[src/rtl/lin_wake_pkg.sv]
package lin_wake_pkg;
  typedef enum logic [1:0] {
    BUS_WAIT_REC,
    BUS_IDLE,
    BUS_TIMING,
    BUS_QUAL
  } bus_st_e;
endpackage

[src/rtl/lwd_sync.sv]
module lwd_sync #(
  parameter int unsigned WIDTH = 2,
  parameter int unsigned STAGES = 2,
  parameter logic [WIDTH-1:0] RST_VAL = '0
) (
  input  logic             clk_i,
  input  logic             rst_ni,
  input  logic [WIDTH-1:0] d_i,
  output logic [WIDTH-1:0] q_o
);
  logic [STAGES-1:0][WIDTH-1:0] stg_q;

  always_ff @(posedge clk_i or negedge rst_ni) begin
    if (!rst_ni) begin
      for (int s = 0; s < int'(STAGES); s++) stg_q[s] <= RST_VAL;
    end else begin
      stg_q[0] <= d_i;
      for (int s = 1; s < int'(STAGES); s++) stg_q[s] <= stg_q[s-1];
    end
  end

  assign q_o = stg_q[STAGES-1];
endmodule

[src/rtl/lwd_bus_filter.sv]
module lwd_bus_filter
  import lin_wake_pkg::*;
#(
  parameter int unsigned TMR_W = 15
) (
  input  logic             clk_i,
  input  logic             rst_ni,
  input  logic             clear_i,
  input  logic             rec_i,
  input  logic [TMR_W-1:0] thr_i,
  output logic             fire_o
);
  bus_st_e          st_q;
  logic [TMR_W-1:0] cnt_q;

  always_ff @(posedge clk_i or negedge rst_ni) begin
    if (!rst_ni) begin
      st_q  <= BUS_WAIT_REC;
      cnt_q <= '0;
    end else if (clear_i) begin
      st_q  <= BUS_WAIT_REC;
      cnt_q <= '0;
    end else begin
      unique case (st_q)
        BUS_WAIT_REC: if (rec_i) st_q <= BUS_IDLE;
        BUS_IDLE: begin
          if (!rec_i) begin
            st_q  <= BUS_TIMING;
            cnt_q <= TMR_W'(1);
          end
        end
        BUS_TIMING: begin
          if (rec_i) begin
            st_q  <= BUS_IDLE;
            cnt_q <= '0;
          end else if (cnt_q == thr_i) begin
            st_q  <= BUS_QUAL;
          end else begin
            cnt_q <= cnt_q + TMR_W'(1);
          end
        end
        BUS_QUAL: begin
          if (rec_i) begin
            st_q  <= BUS_IDLE;
            cnt_q <= '0;
          end
        end
        default: st_q <= BUS_WAIT_REC;
      endcase
    end
  end

  // qualified pulse ends on the recessive edge
  assign fire_o = !clear_i && (st_q == BUS_QUAL) && rec_i;
endmodule

[src/rtl/lwd_pin_filter.sv]
module lwd_pin_filter #(
  parameter int unsigned TMR_W = 15
) (
  input  logic             clk_i,
  input  logic             rst_ni,
  input  logic             clear_i,
  input  logic             capture_i,
  input  logic             level_i,
  input  logic [TMR_W-1:0] thr_i,
  output logic             ref_o,
  output logic             fire_o
);
  logic             ref_q;
  logic [TMR_W-1:0] cnt_q;
  logic             diff;

  assign diff = level_i ^ ref_q;

  always_ff @(posedge clk_i or negedge rst_ni) begin
    if (!rst_ni)        ref_q <= 1'b0;
    else if (capture_i) ref_q <= level_i;
  end

  always_ff @(posedge clk_i or negedge rst_ni) begin
    if (!rst_ni)             cnt_q <= '0;
    else if (clear_i || !diff) cnt_q <= '0;
    else if (cnt_q < thr_i)  cnt_q <= cnt_q + TMR_W'(1);
  end

  assign ref_o  = ref_q;
  assign fire_o = !clear_i && diff && (cnt_q == thr_i - TMR_W'(1));
endmodule

[src/rtl/lin_wake_detect.sv]
module lin_wake_detect #(
  parameter int unsigned CPU_W       = 8,
  parameter int unsigned BUS_FILT_US = 70,
  parameter int unsigned PIN_FILT_US = 40
) (
  input  logic             clk_i,
  input  logic             rst_ni,
  input  logic             sleep_i,
  input  logic [CPU_W-1:0] cycles_per_us_i,
  input  logic             bus_i,
  input  logic             wake_pin_i,
  output logic             wake_req_o
);
  localparam int unsigned MAX_US = (BUS_FILT_US > PIN_FILT_US) ? BUS_FILT_US : PIN_FILT_US;
  localparam int unsigned TMR_W  = CPU_W + $clog2(MAX_US + 1);

  logic [1:0]       sync_q;
  logic             bus_rec_s, pin_s;
  logic             sleep_q, enter, active;
  logic [TMR_W-1:0] bus_thr, pin_thr;
  logic             bus_fire, pin_fire, pin_ref;
  logic             fired_q, wake_set;

  lwd_sync #(.WIDTH(2), .STAGES(2), .RST_VAL(2'b01)) u_sync (
    .clk_i (clk_i),
    .rst_ni(rst_ni),
    .d_i   ({wake_pin_i, bus_i}),
    .q_o   (sync_q)
  );
  assign bus_rec_s = sync_q[0];
  assign pin_s     = sync_q[1];

  always_ff @(posedge clk_i or negedge rst_ni) begin
    if (!rst_ni) sleep_q <= 1'b0;
    else         sleep_q <= sleep_i;
  end
  assign enter  = sleep_i & ~sleep_q;
  assign active = sleep_i & sleep_q;

  assign bus_thr = TMR_W'(cycles_per_us_i) * TMR_W'(BUS_FILT_US);
  assign pin_thr = TMR_W'(cycles_per_us_i) * TMR_W'(PIN_FILT_US);

  lwd_bus_filter #(.TMR_W(TMR_W)) u_bus (
    .clk_i  (clk_i),
    .rst_ni (rst_ni),
    .clear_i(~active),
    .rec_i  (bus_rec_s),
    .thr_i  (bus_thr),
    .fire_o (bus_fire)
  );

  lwd_pin_filter #(.TMR_W(TMR_W)) u_pin (
    .clk_i    (clk_i),
    .rst_ni   (rst_ni),
    .clear_i  (~active),
    .capture_i(enter),
    .level_i  (pin_s),
    .thr_i    (pin_thr),
    .ref_o    (pin_ref),
    .fire_o   (pin_fire)
  );

  // one request per sleep period
  assign wake_set = active & ~fired_q & (bus_fire | pin_fire);

  always_ff @(posedge clk_i or negedge rst_ni) begin
    if (!rst_ni) begin
      fired_q    <= 1'b0;
      wake_req_o <= 1'b0;
    end else begin
      wake_req_o <= wake_set;
      if (!sleep_i)      fired_q <= 1'b0;
      else if (wake_set) fired_q <= 1'b1;
    end
  end
endmodule

[config.mk]
export PLATFORM = sky130hd
export DESIGN_NAME = lin_wake_detect
export DESIGN_NICKNAME = d
export VERILOG_FILES = /design/src/rtl/lin_wake_pkg.sv /design/src/rtl/lwd_sync.sv /design/src/rtl/lwd_bus_filter.sv /design/src/rtl/lwd_pin_filter.sv /design/src/rtl/lin_wake_detect.sv
export SDC_FILE = /design/constraint.sdc
export NUM_CORES = 1
export LEC_CHECK = 0
export BUFFER_PORTS_ARGS = -buffer_cell sky130_fd_sc_hd__clkbuf_2
export CORE_UTILIZATION = 64
export CTS_BUF_LIST = sky130_fd_sc_hd__clkbuf_8 sky130_fd_sc_hd__clkbuf_16
export CTS_CLUSTER_DIAMETER = 120
export DETAILED_ROUTE_END_ITERATION = 8
export GPL_TIMING_DRIVEN = 1
export PLACE_DENSITY = 0.85
export SLEW_MARGIN = 20
export SYNTH_ARGS = -nofsm -noshare
export SYNTH_HDL_FRONTEND = slang
export SYNTH_HIERARCHICAL = 1
export SYNTH_SLANG_ARGS = --single-unit
[constraint.sdc]
create_clock -name clk_i -period 3.1 [get_ports clk_i]
set_input_delay 0.31 -clock clk_i [delete_from_list [all_inputs] [get_ports clk_i]]
set_output_delay 0.31 -clock clk_i [all_outputs]
set_load 0.005 [all_outputs]
# Word-level counts from Yosys, hierarchy flattened
# Index checks and enable logic that the tools add are counted.
# totals
register_bits	40
wordCells	63
output_inout_bits	1
input_bits	13
# op_classes
n_mul	2
n_eq_ne	12
muxes	16
reduce_logical	11
n_lt_le_gt_ge	1
n_addsub	3
bitwise	9
# ops
operator	n
$mux 15	7
$pmux 15 s3	1
$add 15x1->15 const B	2
$eq 15x15->1	2
$lt 15x14->1	1
$sub 14x1->15 const B	1
$mul 8x6->14 const B	1
$mul 8x3->11 const B	1
$mux 2	5
$ne 3x3->1 const B	2
$pmux 2 s3	1
$and 1x1->1	4
$eq 2x2->1 const B	2
$logic_and 1x1->1	4
$ne 4x1->1 const B	1
$ne 4x3->1 const B	1
$ne 4x4->1 const B	1
$reduce_and 4->1	1
$ne 3x2->1 const B	1
$not 1->1	3
$reduce_and 3->1	1
$eq 2x1->1 const B	1
$logic_not 2->1	1
$mux 1	2
7 further kinds	7

# Depth between registers and ports, before layout
# Gate-level depths: netlist of run 1.
# depth
ltp_word	8
ltp_mapped	17
ltp_nobuf	16

# Cells and area by module
# Netlist of run 1, hierarchy kept.
# modules_own_cells
mod	n_inst	cells_each	area_per_inst_um2	seq_area_each_um2
lwd_pin_filter	1	217	1721.7	400.4
lwd_bus_filter	1	166	1373.8	425.4
lin_wake_detect	1	126	1109.8	75.1
lwd_sync	1	6	117.6	102.6

# Least setup slack after synthesis of run 1
# OpenSTA, ideal clock, no wires.
# synth_path
kind	input -> register
startpoint	input port cycles_per_us_i[6]
endpoint	register u_bus.cnt_q[4]
setup_slack_ns	-0.504
required_ns	2.980
setup_time_ns	0.120
t_arrival_ns	3.484
path_stages	17
n_path_buf	1
path_cell_list	ha_1 -> ha_1 -> inv_1 -> fa_1 -> inv_1 -> ha_1 -> nand3_1 -> o211ai_1 -> nor2_1 -> xnor2_1 -> xnor2_1 -> nand4_1 -> nor4_1 -> and2_1 -> buf_2 -> nor2_1 -> a31o_2
# synth_between
elab_chain_len	4
# synth_lines
item	line_no	rtl
start: declaration	lin_wake_detect.sv:9	input logic [CPU_W-1:0] cycles_per_us_i,
$mul 8x6->14	lin_wake_detect.sv:40	assign bus_thr = TMR_W'(cycles_per_us_i) * TMR_W'(BUS_FILT_US);
named net bus_thr[10]	lin_wake_detect.sv:20	logic [TMR_W-1:0] bus_thr, pin_thr;
$eq 15x15->1	lwd_bus_filter.sv:36	end else if (cnt_q == thr_i) begin
$ne 4x4->1 (no source line)	n/a	
$reduce_and 4->1 (no source line)	n/a	
end signal: assignment	lwd_bus_filter.sv:39	cnt_q <= cnt_q + TMR_W'(1);
end: declaration	lwd_bus_filter.sv:14	logic [TMR_W-1:0] cnt_q;
# The timed path passes the listed nets, and every way through them passes these cells.
# A chain may end at the register's enable or synchronous reset.

# Worst setup path in the final report of run 1
# layout_path
startpoint	input port cycles_per_us_i[6]
endpoint	register u_bus.cnt_q[5]
# The elaborated chain is that of the path after synthesis.

==> metrics.txt, run 1 <==
# TYPE chip_impl_metric gauge
chip_impl_metric{name="leak_pwr",unit="µW"} 0.00247
chip_impl_info{name="yosys-top-cells-area",value="dfrtp_1 (22%), ha_1 (17%), xnor2_1 (6.7%)"} 1
chip_impl_metric{name="via_count_of_the_first_global_routing_pass",unit=""} 4515
chip_impl_metric{name="routed-via-count",unit=""} 4696
chip_impl_metric{name="ffs_w_async_s_r_synth",unit=""} 1.00
chip_impl_metric{name="clock_skew",unit="ns"} 0.00650
chip_impl_metric{name="clock_latency",unit="ns"} 0.30
chip_impl_metric{name="dr.first_iter.drc_count",unit=""} 425
chip_impl_metric{name="grt_pass1_wl",unit="mm"} 21.8
chip_impl_metric{name="synth_edf_count",unit=""} 0
chip_impl_metric{name="max-slew-margin-rel",unit=""} 0.333
chip_impl_metric{name="hold_viol",unit=""} 0
chip_impl_metric{name="vias_per_instance",unit=""} 6.88
chip_impl_info{name="commonest_cells_after_routing_fill_and_taps_aside",value="buf_4 (69), ha_1 (42), dfrtp_1 (38), nor2_1 (37), inv_1 (34)"} 1
chip_impl_metric{name="initial_utilization",unit=""} 0.673
chip_impl_metric{name="synth-warning-count",unit=""} 6
chip_impl_metric{name="mappedNetlistArea",unit="µm²"} 4320
chip_impl_metric{name="numCtsBuffers",unit=""} 5
chip_impl_metric{name="worst-path-max-fanout",unit=""} 9
chip_impl_metric{name="timing.final.crit_share",unit=""} 1.19
chip_impl_info{name="run_status",value="finished with violations"} 1
chip_impl_metric{name="report.final.setup_viol",unit=""} 34
chip_impl_metric{name="synth.top_cell.area_share",unit=""} 0.220
chip_impl_info{name="crit_chain",value="buf_8, ha_4, ha_4, inv_2, fa_1, inv_2, ha_4, nand3_2, o211ai_1, nor2_1, xnor2_1, xnor2_1, nand4_1, nor4_4, and2_4, buf_4, a31oi_1, o41ai_2"} 1
chip_impl_metric{name="fp.dieW",unit="µm"} 84.2
chip_impl_info{name="path_delay_family",value="adder cells"} 1
chip_impl_metric{name="drcViolationCount",unit=""} 2
chip_impl_info{name="criticalPathCategory",value="in -> reg"} 1
chip_impl_metric{name="floorplan.core_area",unit="µm²"} 6420
chip_impl_metric{name="timing.critical_path.required",unit="ns"} 3.29
chip_impl_metric{name="final_core_util",unit=""} 0.893
chip_impl_info{name="startpoint_class",value="input port"} 1
chip_impl_metric{name="avgRoutedWirePerCell",unit="µm"} 21.1
chip_impl_metric{name="reg2reg_setup_slack",unit="ns"} 0.58
chip_impl_info{name="worst_hold_path_type",value="in -> reg"} 1
chip_impl_metric{name="postSynthAreaPerCell",unit="µm²"} 8.39
chip_impl_info{name="synth-main-ff-cell",value="dfrtp_1"} 1
chip_impl_metric{name="cts.sink_count",unit=""} 40
chip_impl_metric{name="grt_max_degree",unit=""} 41
chip_impl_metric{name="drv_slew",unit=""} 0
chip_impl_metric{name="netlist_instances",unit=""} 515
chip_impl_info{name="cts_tree",value="built"} 1
chip_impl_metric{name="cp.arrival",unit="ns"} 3.87
chip_impl_metric{name="detailedPlace.worstSlack",unit="ns"} -0.725
chip_impl_metric{name="clockBufferDepth",unit=""} 2
chip_impl_metric{name="floorplan.rows",unit=""} 29
chip_impl_metric{name="timing.fmax",unit="GHz"} 0.272
chip_impl_metric{name="worstPathBufferInverterCount",unit=""} 4
chip_impl_metric{name="final_antenna_net_count",unit=""} 0
chip_impl_info{name="unrepaired_setup_endpoints_after_global_routing",value="true"} 1
chip_impl_metric{name="final.min_clock_period",unit="ns"} 3.68
chip_impl_metric{name="gr-usage-all-layers",unit=""} 0.393
chip_impl_metric{name="post-layout-total-power",unit="µW"} 1920
chip_impl_info{name="synth.largest_area_cell",value="dfrtp_1"} 1
chip_impl_metric{name="antenna-diode-count",unit=""} 0
chip_impl_metric{name="buffer_ports.inserted",unit=""} 13
chip_impl_metric{name="power_density",unit="nW/µm²"} 335
chip_impl_metric{name="clock_tree.htree_level_count",unit=""} 2
chip_impl_metric{name="routabilityCongestion",unit=""} 0.924
chip_impl_info{name="most_frequent_standard_cell_in_the_layout_excluding_fill_and_tap_cells",value="buf_4"} 1
chip_impl_metric{name="synth-seq-cells",unit=""} 40
chip_impl_metric{name="placedInstanceArea",unit="µm²"} 5150
chip_impl_metric{name="dpl.hpwl",unit="mm"} 8.43
chip_impl_metric{name="io-pin-count",unit=""} 14
chip_impl_metric{name="floorplan.die_area",unit="µm²"} 7090
chip_impl_info{name="violations",value="design-rule violations, negative setup slack"} 1
chip_impl_metric{name="ir_worst_vdd",unit="mV"} 0.429
chip_impl_metric{name="post_route_cells_drive_above_1_share",unit=""} 0.325
chip_impl_info{name="cts_root_buffer",value="clkbuf_8"} 1
chip_impl_info{name="end_kind",value="flip-flop"} 1
chip_impl_info{name="worst_path_max_delay_cell",value="fa_1"} 1
chip_impl_metric{name="drt-pass1-iter-count",unit=""} 7
chip_impl_metric{name="fp.dieH",unit="µm"} 84.2
chip_impl_metric{name="cpPeakStageDelay",unit="ns"} 0.56
chip_impl_metric{name="globalRoute.totalOverflow",unit=""} 0
chip_impl_metric{name="worst_hold_slack_across_all_endpoints",unit="ns"} 0.0799
chip_impl_metric{name="areaGrowthSynthToFinish",unit="%"} 32.6
chip_impl_metric{name="grt_antenna_before_repair",unit=""} 0
chip_impl_metric{name="cap_violations",unit=""} 0
chip_impl_metric{name="filler_cell_count",unit=""} 258
chip_impl_metric{name="postRouteWirelength",unit="mm"} 14.4
chip_impl_metric{name="post_synth_num_cell_types",unit=""} 70
chip_impl_metric{name="clock_transition_time_at_the_flip_flop_clock_pins_of_the_worst_setup_and_hold_paths",unit="ns"} 0.08
chip_impl_metric{name="final-seq-area",unit="µm²"} 1000
chip_impl_metric{name="stdcell_area",unit="µm²"} 5730
chip_impl_metric{name="synth.yosys.seq_area_share",unit=""} 0.232
chip_impl_info{name="timing.critical_path.mode_cell",value="ha_4"} 1
chip_impl_metric{name="worst_setup_slack_after_layout",unit="ns"} -0.579
chip_impl_metric{name="worst_pin_slew",unit="ns"} 1.00
chip_impl_metric{name="multi_input_area",unit="µm²"} 3670
chip_impl_metric{name="num-nets-final",unit=""} 681
routing by layer:
layer,share of wire,track usage,vias up
met4,0.060,0.188,0
li1,-,-,2029
met1,0.36,0.484,2191
met5,0,0,-
met3,0.097,0.0413,95
met2,0.48,0.690,381
layout make-up:
class | count | share of cell area
Timing Repair Buffer | 88 | 0.122
Multi-Input combinational cell | 430 | 0.639
Sequential cell | 40 | 0.175
Clock inverter | 2 | 0.00676
Inverter | 40 | 0.0262
Clock buffer | 6 | 0.0144
Tap cell | 77 | 0.0168
logic make-up (layout without fill, tap and decap cells):
family | after synthesis | in the layout | share of synthesized area
buf+inv | 62 | 136 | 0.0628
compound gates | 115 | 115 | 0.186
fa+ha+maj | 63 | 63 | 0.191
xor+xnor | 54 | 54 | 0.109
flops | 40 | 40 | 0.232
simple gates | 179 | 179 | 0.216
mux | 1 | 1 | 0.00260
other cells | 1 | 18 | 0.000867
per-stage QoR:
| stage | TNS, ns | std cells |
|---|---|---|
| final | -10.43 | 683 |
| after global routing | -13.66 | 683 |
| after CTS | -4.16 | 681 |
| after detailed placement | -19.06 | 670 |
| after global placement | -14.70 | 670 |
| after floorplan | -2.16 | 532 |
state kept, by name (all words and copies together) (netlist names):
name / flops
u_pin/cnt_q: 15
wake_req_o: 1
u_bus/st_q: 2
u_bus/cnt_q: 15
u_pin/ref_o: 1
u_sync/q_o: 2
sleep_q: 1
fired_q: 1
u_sync/stg_q: 2
synthesized netlist by cell type (3+ instances only):
cell and n:
xor2_1 21, a31o_2 3, nand4_1 12, o31ai_1 4, nand2_1 38, inv_1 40, a21o_1 5, nor4_1 6
fa_1 5, nand4b_1 3, and3_1 10, nor2b_1 3, a31oi_1 8, buf_6 3, nand3b_1 3, buf_2 4
dfrtp_1 38, ha_1 58, xnor2_1 33, o211ai_1 4, and2_1 4, o41ai_2 3, or3_1 4, a21oi_1 28
nor3_1 15, nand2b_1 6, nand3_1 23, clkbuf_1 11, nor2_1 43, buf_4 3, a211oi_1 4, o21ai_0 24
worst paths after layout:
check,start,end,cells after the start
worst max-delay path,cycles_per_us_i[6],u_bus/cnt_q[5],18
worst min-delay path,bus_i,u_sync/stg_q[0],1
worst max register to register,u_pin/cnt_q[0],fired_q,9
worst min register to register,u_sync/stg_q[1],u_sync/q_o[1],0
max in group asynchronous,rst_ni,u_pin/cnt_q[4],1
min in group asynchronous,rst_ni,u_bus/cnt_q[13],1
report_power, final:
group	internal (µW)	leakage (µW)	switching (µW)
clock	263	0.0000614	186
sequential	532	0.000540	9.57
combinational	435	0.00187	493
total	1230	0.00247	689
worst reg2reg max path, delay by kind of cell, from the launching register on:
kind | cells | cell delay (ns)
and+or+nand+nor | 4 | 0.92
AOI/OAI and AO/OA | 3 | 0.76
DFF | 1 | 0.39
adders and majority gates | 1 | 0.28
buffers and inverters | 1 | 0.11
repair_timing:
item / 4_1_cts / 5_1_grt
pin swaps: 34 / 24
hold buffers: 0 / 0
endpoints found under the setup margin: 34 / 34
setup buffers: 5 / 2
gates resized for setup: 51 / 42
Power figures use the tool's default switching activity.
==> inputs of run 2 (changes only) <==
- PLACE_DENSITY: 0.85 -> 0.82
==> run 2 against run 1 <==
  * The flow still finishes with violations (design-rule violations, negative setup slack)
  * Fmax fell by 2.4%
  * Non-clock buffer count grew 7
  * Global-route usage grew 0.42 points
  * Combinational power increased by 18%
  * Register-to-register slack got worse by 0.11 ns
  * Critical path depth up 1
  * Clock skew increased by 0.0056 ns
==> metrics.txt, run 2 (same netlist as run 1, synthesis figures left out) <==
# TYPE chip_impl_metric gauge
chip_impl_metric{name="drv_slew",unit=""} 0
chip_impl_metric{name="gr-usage-all-layers",unit=""} 0.397
chip_impl_metric{name="fin_cells",unit=""} 690
chip_impl_metric{name="drcViolationCount",unit=""} 116
chip_impl_metric{name="total_switching_power",unit="µW"} 809
chip_impl_info{name="worst_path_max_delay_cell",value="fa_1"} 1
chip_impl_metric{name="post-layout-total-power",unit="µW"} 2020
chip_impl_metric{name="worst_setup_slack_after_layout",unit="ns"} -0.672
chip_impl_info{name="reg_top3",value="u_bus/cnt_q x15, u_pin/cnt_q x15"} 1
chip_impl_metric{name="routed-via-count",unit=""} 5355
chip_impl_info{name="cts_root_buffer",value="clkbuf_8"} 1
chip_impl_metric{name="cp.arrival",unit="ns"} 3.93
chip_impl_metric{name="avgRoutedWirePerCell",unit="µm"} 27.8
chip_impl_metric{name="num-nets-final",unit=""} 688
chip_impl_metric{name="internal_power",unit="µW"} 1210
chip_impl_metric{name="floorplan.die_area",unit="µm²"} 7090
chip_impl_metric{name="grt_pass1_wl",unit="mm"} 22.2
chip_impl_metric{name="ir_worst_vdd",unit="mV"} 0.366
chip_impl_info{name="startpoint_class",value="input port"} 1
chip_impl_metric{name="worstPathBufferInverterCount",unit=""} 5
chip_impl_metric{name="dr.first_iter.drc_count",unit=""} 1142
chip_impl_metric{name="fp.dieW",unit="µm"} 84.2
chip_impl_metric{name="floorplan.rows",unit=""} 29
chip_impl_metric{name="max-slew-margin-rel",unit=""} 0.409
chip_impl_info{name="most_frequent_standard_cell_in_the_layout_excluding_fill_and_tap_cells",value="buf_4"} 1
chip_impl_metric{name="clock_latency",unit="ns"} 0.30
chip_impl_metric{name="report.final.setup_viol",unit=""} 34
chip_impl_metric{name="numCtsBuffers",unit=""} 5
chip_impl_metric{name="cts.sink_count",unit=""} 40
chip_impl_metric{name="drt-pass1-iter-count",unit=""} 9
chip_impl_metric{name="final.min_clock_period",unit="ns"} 3.77
chip_impl_metric{name="clock_power_share",unit=""} 0.186
chip_impl_metric{name="worst_pin_slew",unit="ns"} 0.886
chip_impl_metric{name="worst_hold_slack_across_all_endpoints",unit="ns"} 0.0875
chip_impl_metric{name="globalRoute.totalOverflow",unit=""} 0
chip_impl_metric{name="via_count_of_the_first_global_routing_pass",unit=""} 4526
chip_impl_metric{name="leak_pwr",unit="µW"} 0.00253
chip_impl_metric{name="timing.final.crit_share",unit=""} 1.22
chip_impl_metric{name="initial_utilization",unit=""} 0.673
chip_impl_metric{name="p_seq_frac",unit=""} 0.268
chip_impl_metric{name="io-pin-count",unit=""} 14
chip_impl_metric{name="comb_power_share",unit=""} 0.546
chip_impl_metric{name="final_antenna_net_count",unit=""} 0
chip_impl_info{name="cts_tree",value="built"} 1
chip_impl_metric{name="routabilityCongestion",unit=""} 0.948
chip_impl_metric{name="vias_per_instance",unit=""} 7.76
chip_impl_metric{name="clockBufferDepth",unit=""} 2
chip_impl_metric{name="power_density",unit="nW/µm²"} 333
chip_impl_metric{name="worst-path-max-fanout",unit=""} 5
chip_impl_metric{name="hold_path_depth",unit=""} 1
chip_impl_metric{name="fp.dieH",unit="µm"} 84.2
chip_impl_metric{name="floorplan.core_area",unit="µm²"} 6420
chip_impl_metric{name="detailedPlace.worstSlack",unit="ns"} -0.683
chip_impl_metric{name="r2r_cells",unit=""} 9
chip_impl_info{name="worst_hold_path_type",value="in -> reg"} 1
chip_impl_metric{name="postRouteWirelength",unit="mm"} 19.2
chip_impl_metric{name="placedCellCount",unit=""} 666
chip_impl_info{name="criticalPathCategory",value="in -> reg"} 1
chip_impl_metric{name="clock_skew",unit="ns"} 0.0121
chip_impl_metric{name="buffer_ports.inserted",unit=""} 13
chip_impl_info{name="run_status",value="finished with violations"} 1
chip_impl_metric{name="grt_max_degree",unit=""} 41
chip_impl_info{name="timing.critical_path.mode_cell",value="ha_4"} 1
chip_impl_info{name="commonest_cells_after_routing_fill_and_taps_aside",value="buf_4 (62), dfrtp_1 (38), nor2_1 (37), inv_1 (34)"} 1
chip_impl_info{name="violations",value="design-rule violations, negative setup slack"} 1
chip_impl_metric{name="clock_tree.htree_level_count",unit=""} 2
chip_impl_metric{name="timing.fmax",unit="GHz"} 0.265
chip_impl_info{name="unrepaired_setup_endpoints_after_global_routing",value="true"} 1
chip_impl_metric{name="final_core_util",unit=""} 0.944
chip_impl_metric{name="hold_viol",unit=""} 0
chip_impl_metric{name="timing.critical_path.required",unit="ns"} 3.25
chip_impl_metric{name="crit_cells",unit=""} 19
chip_impl_metric{name="dpl.hpwl",unit="mm"} 8.07
chip_impl_metric{name="cpPeakStageDelay",unit="ns"} 0.51
chip_impl_metric{name="antenna-diode-count",unit=""} 0
chip_impl_metric{name="clock_transition_time_at_the_flip_flop_clock_pins_of_the_worst_setup_and_hold_paths",unit="ns"} 0.08
chip_impl_metric{name="grt_antenna_before_repair",unit=""} 0
chip_impl_metric{name="areaGrowthSynthToFinish",unit="%"} 40.3
chip_impl_info{name="path_delay_family",value="adder cells"} 1
chip_impl_metric{name="post_route_cells_drive_above_1_share",unit=""} 0.361
chip_impl_info{name="end_kind",value="flip-flop"} 1
chip_impl_metric{name="cap_violations",unit=""} 0
chip_impl_info{name="crit_chain",value="clkbuf_2, ha_4, ha_4, inv_1, fa_1, inv_2, ha_4, nand2_1, o211ai_1, o41ai_2, nor2_1, xnor2_1, nand4_1, nor2_2, and2_4, buf_4, buf_6, o311ai_2, nand3_1"} 1
chip_impl_metric{name="swShare",unit=""} 0.400
## run 2: cell count changes in the layout (fill, tap and decap cells not counted), sizes merged
cell      before  now
buf           78   84
clkinvlp       0    2
bufinv         1    0
clkbuf        16   17
clkinv         1    0
## run 2: worst paths after layout
kind                                    start         endpoint  slack [ns]
min in group asynchronous              rst_ni   u_bus/cnt_q[9]        0.12
max reg2reg                   u_pin/cnt_q[14]          fired_q        0.47
min reg2reg                   u_sync/stg_q[1]    u_sync/q_o[1]        0.36
min                                     bus_i  u_sync/stg_q[0]        0.09
max                        cycles_per_us_i[7]  u_bus/cnt_q[10]       -0.67
max in group asynchronous              rst_ni   u_pin/cnt_q[8]        2.42
## run 2: what timing repair did
item,4_1_cts,5_1_grt
resized for setup,74,59
buffers inserted,10,6
pin swaps,46,48
cloned,0,1
hold buffers,0,0
setup endpoints to repair,34,34
## run 2: routing by layer
layer | GRT usage | up-vias | wire length (µm)
met4 | 0.191 | 2 | 2170
met2 | 0.704 | 658 | 8170
li1 | - | 2038 | -
met5 | 0 | - | 44
met1 | 0.481 | 2382 | 6160
met3 | 0.0442 | 275 | 2630
## run 2: worst register-to-register path, stage by stage, from the launching register on
cell,delay [ns]
dfrtp_1,0.42
xor2_1,0.69
nand2_1,0.23
nor3_1,0.25
a31oi_1,0.11
o32ai_1,0.26
o2111a_2,0.31
nor2_4,0.05
nor2b_1,0.12
o21a_1,0.14
## run 2: metrics by stage
step	instance area [µm²]	TNS (ns)
after floorplan	4590	-2.16
after global placement	5100	-14.39
after detailed placement	5100	-17.77
after CTS	5670	-2.38
after global routing	6060	-23.30
final	6060	-15.71
## run 2: final cells by class
class,instances,area (µm²)
multi-input combinational,430,3910
sequential,40,1000
timing repair buffer,95,808
fill,179,358
inverter,40,153
tap,77,96.3
clock buffer,6,82.6
clock inverter,2,15.0
## run 2: power by group through the flow
stage                     Clock (µW)  Sequential (µW)  Combinational (µW)
after floorplan                    0              548                 497
after global placement             0              551                 704
after detailed placement           0              551                 732
after CTS                        379              541                 833
after global routing             391              543                1160
final                            377              542                1100
